<file path="src/rtl/pwrseq_pkg.sv">
package pwrseq_pkg;

  typedef enum logic [2:0] {
    M_OFF     = 3'd0,
    M_RESET   = 3'd1,
    M_NREQ    = 3'd2,
    M_NORMAL  = 3'd3,
    M_STANDBY = 3'd4,
    M_STOP    = 3'd5,
    M_SLEEP   = 3'd6
  } mode_e;

  typedef struct packed {
    logic tmrLoadRst;
    logic tmrLoadCfg;
    logic irqArm;
    logic flagCap;
  } ctl_t;

endpackage

</file>
<file path="src/rtl/pwrseq_ctrl.sv">
module pwrseq_ctrl
  import pwrseq_pkg::*;
#(
  parameter int NWAKE = 4
) (
  input  logic             clk,
  input  logic             rstN,
  input  logic             evPowerUp,
  input  logic             evSupplyLow,
  input  logic             evWdTimeout,
  input  logic             evWdBadTrig,
  input  logic             evWdCfg,
  input  logic             cfgStandby,
  input  logic             cmdStop,
  input  logic             cmdSleep,
  input  logic             csRise,
  input  logic             wdRunInStop,
  input  logic             wakeCan,
  input  logic [NWAKE-1:0] wakeIn,
  input  logic             wakeForced,
  input  logic             wakeOvercur,
  input  logic             tmrDone,
  output mode_e            modeQ,
  output ctl_t             ctl
);

  mode_e modeD;
  logic  fromSleepQ, fromSleepD;
  logic  pendStopQ, pendStopD, pendSleepQ, pendSleepD;
  logic  wdLive, fault, stopWake, sleepWake, wantStop, wantSleep;

  assign wdLive    = (modeQ == M_STOP) ? wdRunInStop : (modeQ != M_SLEEP);
  assign fault     = (modeQ != M_OFF) &&
                     (evSupplyLow || evWdBadTrig || (evWdTimeout && wdLive));
  assign sleepWake = wakeCan || (|wakeIn) || wakeForced;
  assign stopWake  = sleepWake || wakeOvercur || csRise;
  assign wantStop  = pendStopQ || cmdStop;
  assign wantSleep = pendSleepQ || cmdSleep;

  always_comb begin
    modeD      = modeQ;
    fromSleepD = fromSleepQ;
    pendStopD  = 1'b0;
    pendSleepD = 1'b0;
    ctl        = '0;
    if (modeQ == M_OFF) begin
      if (evPowerUp) begin
        modeD          = M_RESET;
        fromSleepD     = 1'b0;
        ctl.tmrLoadRst = 1'b1;
      end
    end else if (fault) begin
      modeD          = M_RESET;
      fromSleepD     = 1'b0;
      ctl.tmrLoadRst = 1'b1;
    end else begin
      case (modeQ)
        M_RESET: begin
          if (tmrDone) begin
            modeD          = M_NREQ;
            ctl.tmrLoadCfg = 1'b1;
          end
        end
        M_NREQ: begin
          if (evWdCfg) begin
            modeD = cfgStandby ? M_STANDBY : M_NORMAL;
          end else if (tmrDone) begin
            if (fromSleepQ) begin
              modeD = M_SLEEP;
            end else begin
              modeD          = M_RESET;
              ctl.tmrLoadRst = 1'b1;
            end
          end
        end
        M_NORMAL, M_STANDBY: begin
          if (csRise && wantStop) begin
            modeD = M_STOP;
          end else if (csRise && wantSleep) begin
            modeD = M_SLEEP;
          end else begin
            pendStopD  = wantStop;
            pendSleepD = wantSleep;
          end
        end
        M_STOP: begin
          if (stopWake) begin
            modeD          = M_NREQ;
            fromSleepD     = 1'b0;
            ctl.tmrLoadCfg = 1'b1;
            ctl.irqArm     = 1'b1;
            ctl.flagCap    = 1'b1;
          end
        end
        M_SLEEP: begin
          if (sleepWake) begin
            modeD          = M_RESET;
            fromSleepD     = 1'b1;
            ctl.tmrLoadRst = 1'b1;
            ctl.flagCap    = 1'b1;
          end
        end
        default: modeD = M_OFF;
      endcase
    end
  end

  always_ff @(posedge clk or negedge rstN) begin
    if (!rstN) begin
      modeQ      <= M_OFF;
      fromSleepQ <= 1'b0;
      pendStopQ  <= 1'b0;
      pendSleepQ <= 1'b0;
    end else begin
      modeQ      <= modeD;
      fromSleepQ <= fromSleepD;
      pendStopQ  <= pendStopD;
      pendSleepQ <= pendSleepD;
    end
  end

  // hard faults force Reset from any powered mode
  p_fault_reset_r3: assert property (@(posedge clk) disable iff (!rstN)
    (modeQ != M_OFF && (evSupplyLow || evWdBadTrig)) |=> modeQ == M_RESET);

  // configuration picks Normal or Standby
  p_cfg_pick_r4: assert property (@(posedge clk) disable iff (!rstN)
    (modeQ == M_NREQ && evWdCfg && !evSupplyLow && !evWdBadTrig && !evWdTimeout)
    |=> modeQ == ($past(cfgStandby) ? M_STANDBY : M_NORMAL));

  // without a chip-select edge Normal holds
  p_cmd_wait_cs_r7: assert property (@(posedge clk) disable iff (!rstN)
    (modeQ == M_NORMAL && !csRise && !evSupplyLow && !evWdBadTrig && !evWdTimeout)
    |=> modeQ == M_NORMAL);

  // a Stop wake goes straight to Normal Request
  p_stop_wake_r8: assert property (@(posedge clk) disable iff (!rstN)
    (modeQ == M_STOP && wakeCan && !evSupplyLow && !evWdBadTrig && !evWdTimeout)
    |=> modeQ == M_NREQ);

  // a Sleep wake passes through Reset
  p_sleep_wake_r9: assert property (@(posedge clk) disable iff (!rstN)
    (modeQ == M_SLEEP && wakeCan && !evSupplyLow && !evWdBadTrig)
    |=> modeQ == M_RESET);

endmodule

</file>
<file path="src/rtl/pwrseq_dp.sv">
module pwrseq_dp
  import pwrseq_pkg::*;
#(
  parameter int NWAKE   = 4,
  parameter int RST_CYC = 1000,
  parameter int CFG_CYC = 350000,
  parameter int IRQ_CYC = 100
) (
  input  logic           clk,
  input  logic           rstN,
  input  ctl_t           ctl,
  input  logic           flagClr,
  input  logic           wakeCan,
  input  logic [NWAKE-1:0] wakeIn,
  output logic           tmrDone,
  output logic           irqPulse,
  output logic [NWAKE:0] wakeFlags
);

  localparam int TMR_MAX = (RST_CYC > CFG_CYC) ? RST_CYC : CFG_CYC;
  localparam int TMR_W   = $clog2(TMR_MAX + 1);
  localparam int IRQ_W   = $clog2(IRQ_CYC + 1);

  logic [TMR_W-1:0] tmrCnt;
  logic [IRQ_W-1:0] irqCnt;
  logic             irqArmQ;
  logic [NWAKE:0]   newFlags;

  always_ff @(posedge clk or negedge rstN) begin
    if (!rstN) begin
      tmrCnt <= '0;
    end else if (ctl.tmrLoadRst) begin
      tmrCnt <= TMR_W'(RST_CYC);
    end else if (ctl.tmrLoadCfg) begin
      tmrCnt <= TMR_W'(CFG_CYC);
    end else if (tmrCnt != '0) begin
      tmrCnt <= tmrCnt - 1'b1;
    end
  end

  assign tmrDone = (tmrCnt == TMR_W'(1));

  always_ff @(posedge clk or negedge rstN) begin
    if (!rstN) begin
      irqArmQ <= 1'b0;
      irqCnt  <= '0;
    end else begin
      irqArmQ <= ctl.irqArm;
      if (irqArmQ) begin
        irqCnt <= IRQ_W'(IRQ_CYC);
      end else if (irqCnt != '0) begin
        irqCnt <= irqCnt - 1'b1;
      end
    end
  end

  assign irqPulse = (irqCnt != '0);

  assign newFlags = ctl.flagCap ? {wakeIn, wakeCan} : '0;

  always_ff @(posedge clk or negedge rstN) begin
    if (!rstN) begin
      wakeFlags <= '0;
    end else begin
      wakeFlags <= (flagClr ? '0 : wakeFlags) | newFlags;
    end
  end

  // flags change only on capture or clear
  p_flag_sticky_r10: assert property (@(posedge clk) disable iff (!rstN)
    (!flagClr && !ctl.flagCap) |=> $stable(wakeFlags));

  // an armed interrupt shows up on the pin next cycle
  p_irq_arm_r8: assert property (@(posedge clk) disable iff (!rstN)
    irqArmQ |=> irqPulse);

endmodule

</file>
<file path="src/rtl/pwrseq_top.sv">
module pwrseq_top
  import pwrseq_pkg::*;
#(
  parameter int NWAKE   = 4,
  parameter int RST_CYC = 1000,
  parameter int CFG_CYC = 350000,
  parameter int IRQ_CYC = 100
) (
  input  logic             clk,
  input  logic             rstN,
  input  logic             evPowerUp,
  input  logic             evSupplyLow,
  input  logic             evWdTimeout,
  input  logic             evWdBadTrig,
  input  logic             evWdCfg,
  input  logic             cfgStandby,
  input  logic             cmdStop,
  input  logic             cmdSleep,
  input  logic             csRise,
  input  logic             wdRunInStop,
  input  logic             wakeCan,
  input  logic [NWAKE-1:0] wakeIn,
  input  logic             wakeForced,
  input  logic             wakeOvercur,
  input  logic             flagClr,
  output logic [2:0]       mode,
  output logic             rstPinN,
  output logic             irqPulse,
  output logic [NWAKE:0]   wakeFlags
);

  mode_e modeQ;
  ctl_t  ctl;
  logic  tmrDone;

  pwrseq_ctrl #(.NWAKE(NWAKE)) u_ctrl (
    .clk(clk), .rstN(rstN),
    .evPowerUp(evPowerUp), .evSupplyLow(evSupplyLow), .evWdTimeout(evWdTimeout),
    .evWdBadTrig(evWdBadTrig), .evWdCfg(evWdCfg), .cfgStandby(cfgStandby),
    .cmdStop(cmdStop), .cmdSleep(cmdSleep), .csRise(csRise),
    .wdRunInStop(wdRunInStop), .wakeCan(wakeCan), .wakeIn(wakeIn),
    .wakeForced(wakeForced), .wakeOvercur(wakeOvercur),
    .tmrDone(tmrDone), .modeQ(modeQ), .ctl(ctl)
  );

  pwrseq_dp #(
    .NWAKE(NWAKE), .RST_CYC(RST_CYC), .CFG_CYC(CFG_CYC), .IRQ_CYC(IRQ_CYC)
  ) u_dp (
    .clk(clk), .rstN(rstN), .ctl(ctl), .flagClr(flagClr),
    .wakeCan(wakeCan), .wakeIn(wakeIn),
    .tmrDone(tmrDone), .irqPulse(irqPulse), .wakeFlags(wakeFlags)
  );

  assign mode    = modeQ;
  assign rstPinN = (modeQ != M_RESET) && (modeQ != M_OFF);

  // the interrupt rises only after Normal Request is reached
  p_irq_after_nreq_r8: assert property (@(posedge clk) disable iff (!rstN)
    $rose(irqPulse) |-> $past(modeQ) == M_NREQ);

  // no interrupt starts out of Sleep
  p_no_irq_sleep_r9: assert property (@(posedge clk) disable iff (!rstN)
    (modeQ == M_SLEEP) |=> !$rose(irqPulse));

  // Off keeps the reset pin low
  p_off_pin_r1: assert property (@(posedge clk) disable iff (!rstN)
    (modeQ == M_OFF && !evPowerUp) |=> (modeQ == M_OFF && !rstPinN));

endmodule

</file>
<file path="config.mk">
export PLATFORM = sky130hd
export DESIGN_NAME = pwrseq_top
export DESIGN_NICKNAME = d
export VERILOG_FILES = /design/src/rtl/pwrseq_pkg.sv /design/src/rtl/pwrseq_ctrl.sv /design/src/rtl/pwrseq_dp.sv /design/src/rtl/pwrseq_top.sv
export SDC_FILE = /design/constraint.sdc
export NUM_CORES = 1
export LEC_CHECK = 0
export ABC_AREA = 1
export CAP_MARGIN = 25
export CORE_ASPECT_RATIO = 0.75
export CORE_MARGIN = 5
export CORE_UTILIZATION = 55
export CTS_CLUSTER_DIAMETER = 30
export DETAILED_ROUTE_END_ITERATION = 10
export DONT_BUFFER_PORTS = 1
export GPL_TIMING_DRIVEN = 1
export PLACE_DENSITY = 0.79
export SLEW_MARGIN = 30
export SYNTH_ARGS = -nofsm -noshare
export SYNTH_HDL_FRONTEND = slang
export SYNTH_SLANG_ARGS = --single-unit
</file>
<file path="constraint.sdc">
create_clock -name clk -period 1.9 [get_ports clk]
set_input_delay 0.19 -clock clk [delete_from_list [all_inputs] [get_ports clk]]
set_output_delay 0.19 -clock clk [all_outputs]
set_load 0.1 [all_outputs]
</file>
==> results of run 1 <==
-- worst max-delay path, delay by kind of cell (launching register included) --
kind                     cells  cell delay (ns)
AO/OA/AOI/OAI                1             0.14
buffers and inverters        2             0.17
flip-flops                   1             0.46
adder cells (fa/ha/maj)      1             0.21
AND/OR/NAND/NOR              8             0.80
-- how the worst min path moves through the flow --
stage               cells after the start  startpoint                end  slack (ns)
floorplan                               0        rstN  u_ctrl.fromSleepQ       -0.11
global placement                        0        rstN    u_ctrl.modeQ[0]       -0.10
detailed placement                      0        rstN    u_ctrl.modeQ[0]       -0.10
CTS                                     1     flagClr  u_dp.wakeFlags[1]       0.006
global route                            1     flagClr  u_dp.wakeFlags[1]      -0.001
finish                                  1     flagClr  u_dp.wakeFlags[1]       0.003
-- cell families (layout without fill, tap and decap cells) --
kind of cell | after synthesis | count (layout) | synth area share (%)
xor gates and xnor gates | 12 | 12 | 4.45
adders and majority gates | 4 | 4 | 2.12
and+or+nand+nor | 181 | 181 | 35.0
buffers and inverters | 48 | 74 | 7.85
AOI/OAI and AO/OA | 41 | 42 | 10.3
DFF | 38 | 38 | 40.3
-- repair_timing --
item | CTS | global route
hold buffers | 4 | 0
pin swaps | 0 | 1
gates cloned | 0 | 1
buffers inserted | 0 | 1
hold endpoints to repair | 44 | 0
resized for setup | 2 | 13
endpoints found under the setup margin | 1 | 17
-- layout make-up --
cell class              instances  area (sq um)  area share (%)
well taps                      55          68.8            2.49
flip-flops and latches         38           958            34.7
multi-input cells             239          1290            46.6
clock buffers                   6          82.6            2.99
inverters                      46           176            6.39
clock inverters                 2          12.5           0.453
repair buffers                 20           174            6.30
-- registers in the layout, indices dropped and copies added (netlist names) --
signal	count
u_ctrl.modeQ	3
u_dp.wakeFlags	5
u_dp.irqArmQ	1
u_ctrl.pendStopQ	1
u_dp.tmrCnt	19
u_ctrl.pendSleepQ	1
u_dp.irqCnt	7
u_ctrl.fromSleepQ	1
-- cells in the mapped netlist, types with 2 or more instances --
library cell	n	area [sq um]
a21oi_2	3	26.3
xnor2_1	7	61.3
nand3_2	4	40.0
nor2_2	4	25.0
a21oi_1	7	35.0
inv_1	45	169
nand3_1	18	90.1
nor4_1	2	12.5
nand4_1	12	75.1
nor2_1	57	214
dfrtp_1	38	951
xor2_1	5	43.8
nand2_1	71	267
nand2_2	4	25.0
ha_1	4	50.1
or2_2	2	12.5
o21ai_0	21	105
o21ai_1	4	20.0
-- per-layer routing --
layer	part of all wire [%]	up-vias
met5	0	-
met4	1.0	0
met3	8.9	7
met2	43	95
met1	47	1019
li1	-	1102
-- metrics by stage --
stage / hold slack (ns) / total power, mW
detailed placement: -0.105 / 2.21
finish: 0.00337 / 2.89
global placement: -0.105 / 2.20
CTS: 0.00614 / 2.83
floorplan: -0.106 / 1.98
global route: -0.00107 / 3.08
-- where the power goes --
group          switching (mW)  total [mW]  internal (mW)
clock network           0.303       0.595          0.292
logic                   0.833        1.21          0.380
registers               0.139        1.08          0.942
==> impl_metrics.tcl, run 1 <==
set metrics [dict create \
    synth_seq_cells 38 \
    hold_viol_final 0 \
    grt_use_met3_pct 7.05 \
    grt_overflow 0 \
    grt_max_degree 39 \
    crit_required_ns 2.15 \
    area_growth_pct 17.0 \
    grt_pass1_wl_um 9690 \
    yosysSeqAreaShare_pct 40.3 \
    rsz0062_at_grt "true" \
    synth_ff_type "dfrtp_1" \
    initial_utilization_pct 57.5 \
    fmax_mhz 546 \
    skew_ns 0.00961 \
    cp_common_cell "nand2_1" \
    synth-async-reset-ratio_pct 100 \
    post-route-drc-count 0 \
    dp_cells 392 \
    max_slew_margin_pct 78.5 \
    grt_pass1_vias 2065 \
    r2r_end "u_dp.tmrCnt[18]" \
    clock_latency_ns 0.30 \
    reg2reg_depth 12 \
    synthesis.area_sq_um 2360 \
    dieArea_sq_um 5710 \
    gp_congestion 0.971 \
    setup_ws_ns 0.0670 \
    htree_levels 2 \
    worstMarginPinSlew_ns 0.321 \
    num_io_pins 30 \
    ir_drop_uv 1040 \
    setup_violations 0 \
    powerDensity_nw_per_um2 1050 \
    nFillCells 352 \
    io_buffers 0 \
    grt.met1_usage_pct 29.1 \
    crit_end "u_dp.tmrCnt[18]" \
    crit_type "reg -> reg" \
    yosys_warnings 0 \
    cts_tree "built" \
    max_stage_delay_ns 0.46 \
    core_area_sq_um 4100 \
    diodes 0 \
    cts-root-buf "clkbuf_8" \
    crit_path_cell_trace "inv_2 -> ha_2 -> nand2_2 -> nor2_4 -> nand2_1 -> nor2_1 -> nand2_1 -> nand2_1 -> nand2_1 -> o21ai_0 -> nand2_1 -> inv_1" \
    cellLeakagePower_nw 1.35 \
    dieHeight_um 66.7 \
    reg2reg_from "u_dp.tmrCnt[0]" \
    status "complete, no violations" \
    grt_util_met2_pct 33.4 \
    arrival_ns 2.08 \
    rows 20 \
    drtAntennaViolNets 0 \
    drive_above_1_share_pct 17.9 \
    dpl_worst_slack_ns -0.0154 \
    routedWlPerCell_um 14.3 \
    synth_cell_types 34 \
    crit_path_start_kind "flip-flop" \
    maxCapViolCount 0 \
    drt-pass1-iter-count 6 \
    rrSetupSlack_ns 0.07 \
    drt-initial-drc-count 206 \
    final-max-slew-violation-count 0 \
    die_x_um 85.6 \
    antenna_found_initial 0 \
    end_kind "flip-flop" \
    post-route-period-util_pct 96.5 \
    synthesis.nets 348 \
    setup_tns_ns 0 \
    syn_area_per_cell_sq_um 7.28 \
    fin_nets 374 \
    post-route-util_pct 67.3 \
    final_common_cell "nand2_1" \
    cts_inserted_buffers 5 \
    cts.clk_slew.worst_paths_ns 0.08 \
    grt_usage_pct 21.7 \
    routed_via_density 5.48 \
    wirelength_um 5800 \
    slowest_stage "dfrtp_2" \
    crit_start "u_dp.tmrCnt[0]" \
    cp_max_fo 6 \
    clock_path_buffers 2 \
    hold_path_class "in -> reg" \
    num_vias 2223 \
    period_needed_ns 1.83 \
    clock-sinks 38 \
    final_cells 406 \
    hpwl_um 4210 \
    dpl_cell_area_sq_um 2550 \
    fin_area_sq_um 2760 \
    synth_enable_flop_cells 0 \
    final_cell_mix "nand2_1, nor2_1, inv_1" \
    grt.busiest_layer "met2" \
    syn_inst 324 \
]
Power figures use the tool's default switching activity.
==> inputs of run 2 (changes only) <==
==> constraint.sdc (replaced) <==
create_clock -name clk -period 1.89 [get_ports clk]
set_input_delay 0.189 -clock clk [delete_from_list [all_inputs] [get_ports clk]]
set_output_delay 0.189 -clock clk [all_outputs]
set_load 0.05 [all_outputs]
==> run 2 against run 1 <==
Total power shrank 0.16%. Count of clock-buffer cells in the layout decreased by 1. Largest power group unchanged. Wire length shrank 4.9%. Core utilization is 0.49 points lower. Largest cell class unchanged. Die area unchanged. Final area fell by 0.73%. Combinational power fell by 9.9%. Maximum frequency rose by 3.2%. Clock skew down 0.0034 ns. Sequential power hardly changed.
==> impl_metrics.tcl, run 2 (synthesis gave the netlist of run 1 again) <==
set metrics [dict create \
    top_regs "u_dp.tmrCnt: 19 flops, u_dp.irqCnt: 7 flops, u_dp.wakeFlags: 5 flops" \
    period_needed_ns 1.78 \
    io_buffers 0 \
    final-max-slew-violation-count 0 \
    diodes 0 \
    drt-initial-drc-count 193 \
    dpl_worst_slack_ns 0.0505 \
    grt_max_degree 39 \
    drt-pass1-iter-count 4 \
    powerDensity_nw_per_um2 1050 \
    final_cells 402 \
    ir_drop_uv 912 \
    post-route-drc-count 0 \
    crit_path_start_kind "flip-flop" \
    post-route-period-util_pct 93.9 \
    drtAntennaViolNets 0 \
    num_io_pins 30 \
    core_area_sq_um 4100 \
    hpwl_um 4010 \
    max_stage_delay_ns 0.43 \
    largest-register "u_dp.tmrCnt" \
    rows 20 \
    cellLeakagePower_nw 1.34 \
    multi_input_area_sq_um 1280 \
    maxCapViolCount 0 \
    die_x_um 85.6 \
    clock_latency_ns 0.30 \
    clock_path_buffers 2 \
    wirelength_um 5510 \
    cts_tree "built" \
    gp_congestion 0.910 \
    cp_common_cell "nand2_1" \
    slowest_stage "dfrtp_1" \
    cts-root-buf "clkbuf_8" \
    regArea_sq_um 955 \
    cp_max_fo 5 \
    fmax_mhz 563 \
    setup_violations 0 \
    fin_nets 370 \
    routedWlPerCell_um 13.7 \
    largest_reg_flops 19 \
    setup_ws_ns 0.115 \
    status "complete, no violations" \
    max_slew_margin_pct 66.0 \
    reg2reg_depth 12 \
    area_growth_pct 16.1 \
    holdPathStages 2 \
    worstMarginPinSlew_ns 0.509 \
    cts.clk_slew.worst_paths_ns 0.08 \
    grt_pass1_vias 2019 \
    routed_via_density 5.41 \
    crit_path_cell_trace "nor2_4 -> nand2_1 -> nor2_4 -> nand2_1 -> inv_2 -> nand2_1 -> nand2_1 -> nand2_1 -> nand2_1 -> nand2_1 -> nand2_1 -> o21ai_1" \
    grt_pass1_wl_um 9230 \
    hold_path_class "in -> reg" \
    dieArea_sq_um 5710 \
    dp_cells 385 \
    crit_required_ns 2.08 \
    skew_ns 0.00618 \
    num_vias 2176 \
    final_common_cell "nand2_1" \
    initial_utilization_pct 57.5 \
    nFillCells 350 \
    cts_inserted_buffers 5 \
    drive_above_1_share_pct 17.0 \
    antenna_found_initial 0 \
    crit_type "reg -> reg" \
    hold_viol_final 0 \
    clock-sinks 38 \
    htree_levels 2 \
    arrival_ns 1.96 \
    end_kind "flip-flop" \
    grt_usage_pct 20.7 \
    final_cell_mix "nand2_1, nor2_1, inv_1" \
    dieHeight_um 66.7 \
    grt_overflow 0 \
]
[run 2: per-layer routing]
layer / wire length, um / global-route usage (%) / up-vias
li1: - / - / 1082
met1: 2670 / 29.1 / 1012
met2: 2400 / 31.1 / 74
met3: 384 / 5.56 / 8
met4: 60 / 6.13 / 0
met5: 0 / 0 / -
[run 2: where the power goes]
group          switching, mW  internal (mW)  leakage, nW  total (mW)
clock                  0.326          0.393       0.0504       0.719
sequential             0.131          0.944        0.476        1.07
combinational          0.705          0.385        0.809        1.09
[run 2: what timing repair did]
item                       in CTS  in global routing
setup endpoints to repair       0                 20
setup buffers                   0                  4
hold endpoints to repair       44                  1
hold buffers                    4                  1
gates resized for setup         0                 19
[run 2: final timing paths]
path / from / slack [ns] / end
worst max-delay path: u_dp.tmrCnt[13] / 0.11 / u_ctrl.modeQ[1]
worst min-delay path: wakeIn[3] / 0.04 / u_dp.wakeFlags[4]
worst max register to register: u_dp.tmrCnt[13] / 0.11 / u_ctrl.modeQ[1]
worst min register to register: u_dp.irqCnt[4] / 0.50 / u_dp.irqCnt[4]
max in group asynchronous: rstN / 1.33 / u_ctrl.modeQ[2]
min in group asynchronous: rstN / 0.35 / u_dp.tmrCnt[15]
[run 2: worst max-delay path: cells and delay by family (launching register included)]
kind | cells | cell delay [ns]
AND/OR/NAND/NOR | 10 | 1.04
AO/OA/AOI/OAI | 1 | 0.07
flip-flops | 1 | 0.43
buffers and inverters | 1 | 0.12
[run 2: final cells by class]
type,count,area share [%]
multi-input combinational,238,46.7
sequential,38,34.8
inverter,46,6.30
timing repair buffer,17,5.48
clock buffer,5,2.51
tap,55,2.51
clock inverter,3,1.64
[run 2: metrics by stage]
step,hold WS (ns),power (mW),cell area (sq um),TNS (ns),util [%]
after detailed placement,-0.105,2.07,2480,0,60.4
final,0.0425,2.88,2740,0,66.8
after floorplan,-0.107,1.85,2360,0,-
after global placement,-0.106,2.06,2480,0,60.4
after global routing,0.0403,3.09,2740,-0.0531,66.8
after CTS,0.00365,2.82,2640,0,64.4
==> inputs of run 3 (changes only) <==
==> constraint.sdc (replaced) <==
create_clock -name clk -period 1.9 [get_ports clk]
set_input_delay 0.19 -clock clk [delete_from_list [all_inputs] [get_ports clk]]
set_output_delay 0.19 -clock clk [all_outputs]
set_load 0.05 [all_outputs]
==> run 3 against run 2 <==
Flip-flop and latch count unchanged. Final area down 1.2%. Critical path depth down 5. Core utilization down 0.82 points. Total power down 4.8%. Sequential share of layout area up 0.39 points.
==> impl_metrics.tcl, run 3 (synthesis gave the netlist of run 1 again) <==
set metrics [dict create \
    die_x_um 85.6 \
    hold_viol_final 0 \
    top_regs "u_dp.tmrCnt: 19 flops, u_dp.irqCnt: 7 flops, u_dp.wakeFlags: 5 flops" \
    cts_tree "built" \
    drt-initial-drc-count 174 \
    diodes 0 \
    dieHeight_um 66.7 \
    final_common_cell "nand2_1" \
    io_buffers 0 \
    final-max-slew-violation-count 0 \
    end_kind "flip-flop" \
    fmax_mhz 561 \
    r2r_end "u_dp.tmrCnt[12]" \
    drtAntennaViolNets 0 \
    initial_utilization_pct 57.5 \
    antenna_found_initial 0 \
    min_from "flagClr" \
    worstMarginPinSlew_ns 0.483 \
    dieArea_sq_um 5710 \
    cts_inserted_buffers 5 \
    setup_tns_ns 0 \
    reg2reg_from "u_ctrl.modeQ[2]" \
    powerDensity_nw_per_um2 1010 \
    hpwl_um 3970 \
    combPwrFrac_pct 39.1 \
    reg2reg_depth 7 \
    clock_path_buffers 2 \
    grt_overflow 0 \
    period_needed_ns 1.78 \
    crit_type "reg -> reg" \
    core_area_sq_um 4100 \
    whs_endpoint "u_dp.wakeFlags[3]" \
    internal_power_mw 1.60 \
    drt-pass1-iter-count 5 \
    seq_power_share_pct 39.2 \
    wirelength_um 5520 \
    grt_max_degree 39 \
    rows 20 \
    setup_violations 0 \
    grt_usage_pct 21.2 \
    post-route-period-util_pct 93.8 \
    cp_max_fo 9 \
    cts.clk_slew.worst_paths_ns 0.08 \
    maxCapViolCount 0 \
    area_growth_pct 14.7 \
    rrSetupSlack_ns 0.12 \
    arrival_ns 1.98 \
    holdPathStages 1 \
    total_power_mw 2.74 \
    nFillCells 358 \
    fin_nets 369 \
    cts-root-buf "clkbuf_8" \
    clock-sinks 38 \
    post-route-drc-count 0 \
    skew_ns 0.00486 \
    crit_required_ns 2.10 \
    largest-register "u_dp.tmrCnt" \
    p_clk_share_pct 21.7 \
    switchingPower_mw 1.14 \
    drive_above_1_share_pct 16.8 \
    max_slew_margin_pct 67.8 \
    gp_congestion 0.940 \
    hold_path_class "in -> reg" \
    crit_path_start_kind "flip-flop" \
    grt_pass1_vias 2024 \
    grt_pass1_wl_um 9340 \
    num_io_pins 30 \
    largest_reg_flops 19 \
    final_cell_mix "nand2_1, nor2_1, inv_1" \
    htree_levels 2 \
    num_vias 2160 \
    routed_via_density 5.39 \
    clock_latency_ns 0.30 \
    crit_start "u_ctrl.modeQ[2]" \
    ir_drop_uv 798 \
    status "complete, no violations" \
    routedWlPerCell_um 13.8 \
    netSwitchingFraction_pct 41.7 \
    cellLeakagePower_nw 1.33 \
]
## run 3: cell types whose count changed in the layout (fill, tap and decap cells not counted), sizes merged
cell	change
buf	-1
bufinv	-1
clkbuf	+1
clkinv	+1
clkinvlp	-1
dlygate4sd3	-1
o21bai	+1
## run 3: power by group through the flow
stage               registers, mW  logic (mW)  clock network [mW]
floorplan                    1.12       0.721                   0
global placement             1.08       0.969                   0
detailed placement           1.09       0.983                   0
CTS                          1.07        1.02               0.612
global route                 1.10        1.21               0.650
finish                       1.08        1.07               0.594
## run 3: per-layer routing
| metal | GRT usage (%) | vias up | wire length (um) |
|---|---|---|---|
| met2 | 30.7 | 76 | 2370 |
| met3 | 4.33 | 11 | 380 |
| met1 | 30.5 | 989 | 2660 |
| li1 | - | 1084 | - |
| met4 | 8.89 | 0 | 111 |
| met5 | 0 | - | 0 |
## run 3: through the flow
| stage | instances | cell area [sq um] | utilization [%] | worst slack [ns] | hold slack, ns |
|---|---|---|---|---|---|
| 2_1_floorplan | 324 | 2360 | - | 0.00697 | -0.106 |
| 3_3_place_gp | 385 | 2480 | 60.3 | 0.0656 | -0.105 |
| 3_5_place_dp | 385 | 2480 | 60.3 | 0.0572 | -0.105 |
| 4_1_cts | 397 | 2620 | 63.9 | 0.0208 | 0.00926 |
| 5_1_grt | 401 | 2710 | 65.9 | -0.0103 | 0.00578 |
| 6_report | 401 | 2710 | 65.9 | 0.119 | 0.0141 |
## run 3: critical path: stages (launching register included)
cell and delay, ns:
dfrtp_1 0.49, nor2_1 0.21, nand2_1 0.19, nor2_2 0.27, o21bai_4 0.23, nand3_2 0.15
nand2_1 0.09, inv_1 0.04
## run 3: layout make-up
| type | count | area (sq um) | share of cell area, % |
|---|---|---|---|
| Multi-Input combinational cell | 239 | 1280 | 47.4 |
| Sequential cell | 38 | 953 | 35.2 |
| Tap cell | 55 | 68.8 | 2.54 |
| Clock buffer | 6 | 82.6 | 3.05 |
| Timing Repair Buffer | 15 | 133 | 4.90 |
| Clock inverter | 2 | 12.5 | 0.462 |
| Inverter | 46 | 173 | 6.38 |
## run 3: worst max-delay path by stage
stage | endpoint | slack [ns] | depth (start not counted)
final | u_dp.tmrCnt[12] | 0.12 | 7
after global routing | u_dp.tmrCnt[18] | -0.01 | 12
after CTS | u_dp.tmrCnt[18] | 0.02 | 12
after detailed placement | u_dp.tmrCnt[18] | 0.06 | 12
after global placement | u_dp.tmrCnt[18] | 0.07 | 12
after floorplan | u_dp.tmrCnt[10] | 0.007 | 10
## run 3: timing repair
item,CTS,global route
resized for setup,0,18
hold buffers,4,0
endpoints found under the hold margin,44,0
setup endpoints to repair,0,20
setup buffers,0,3
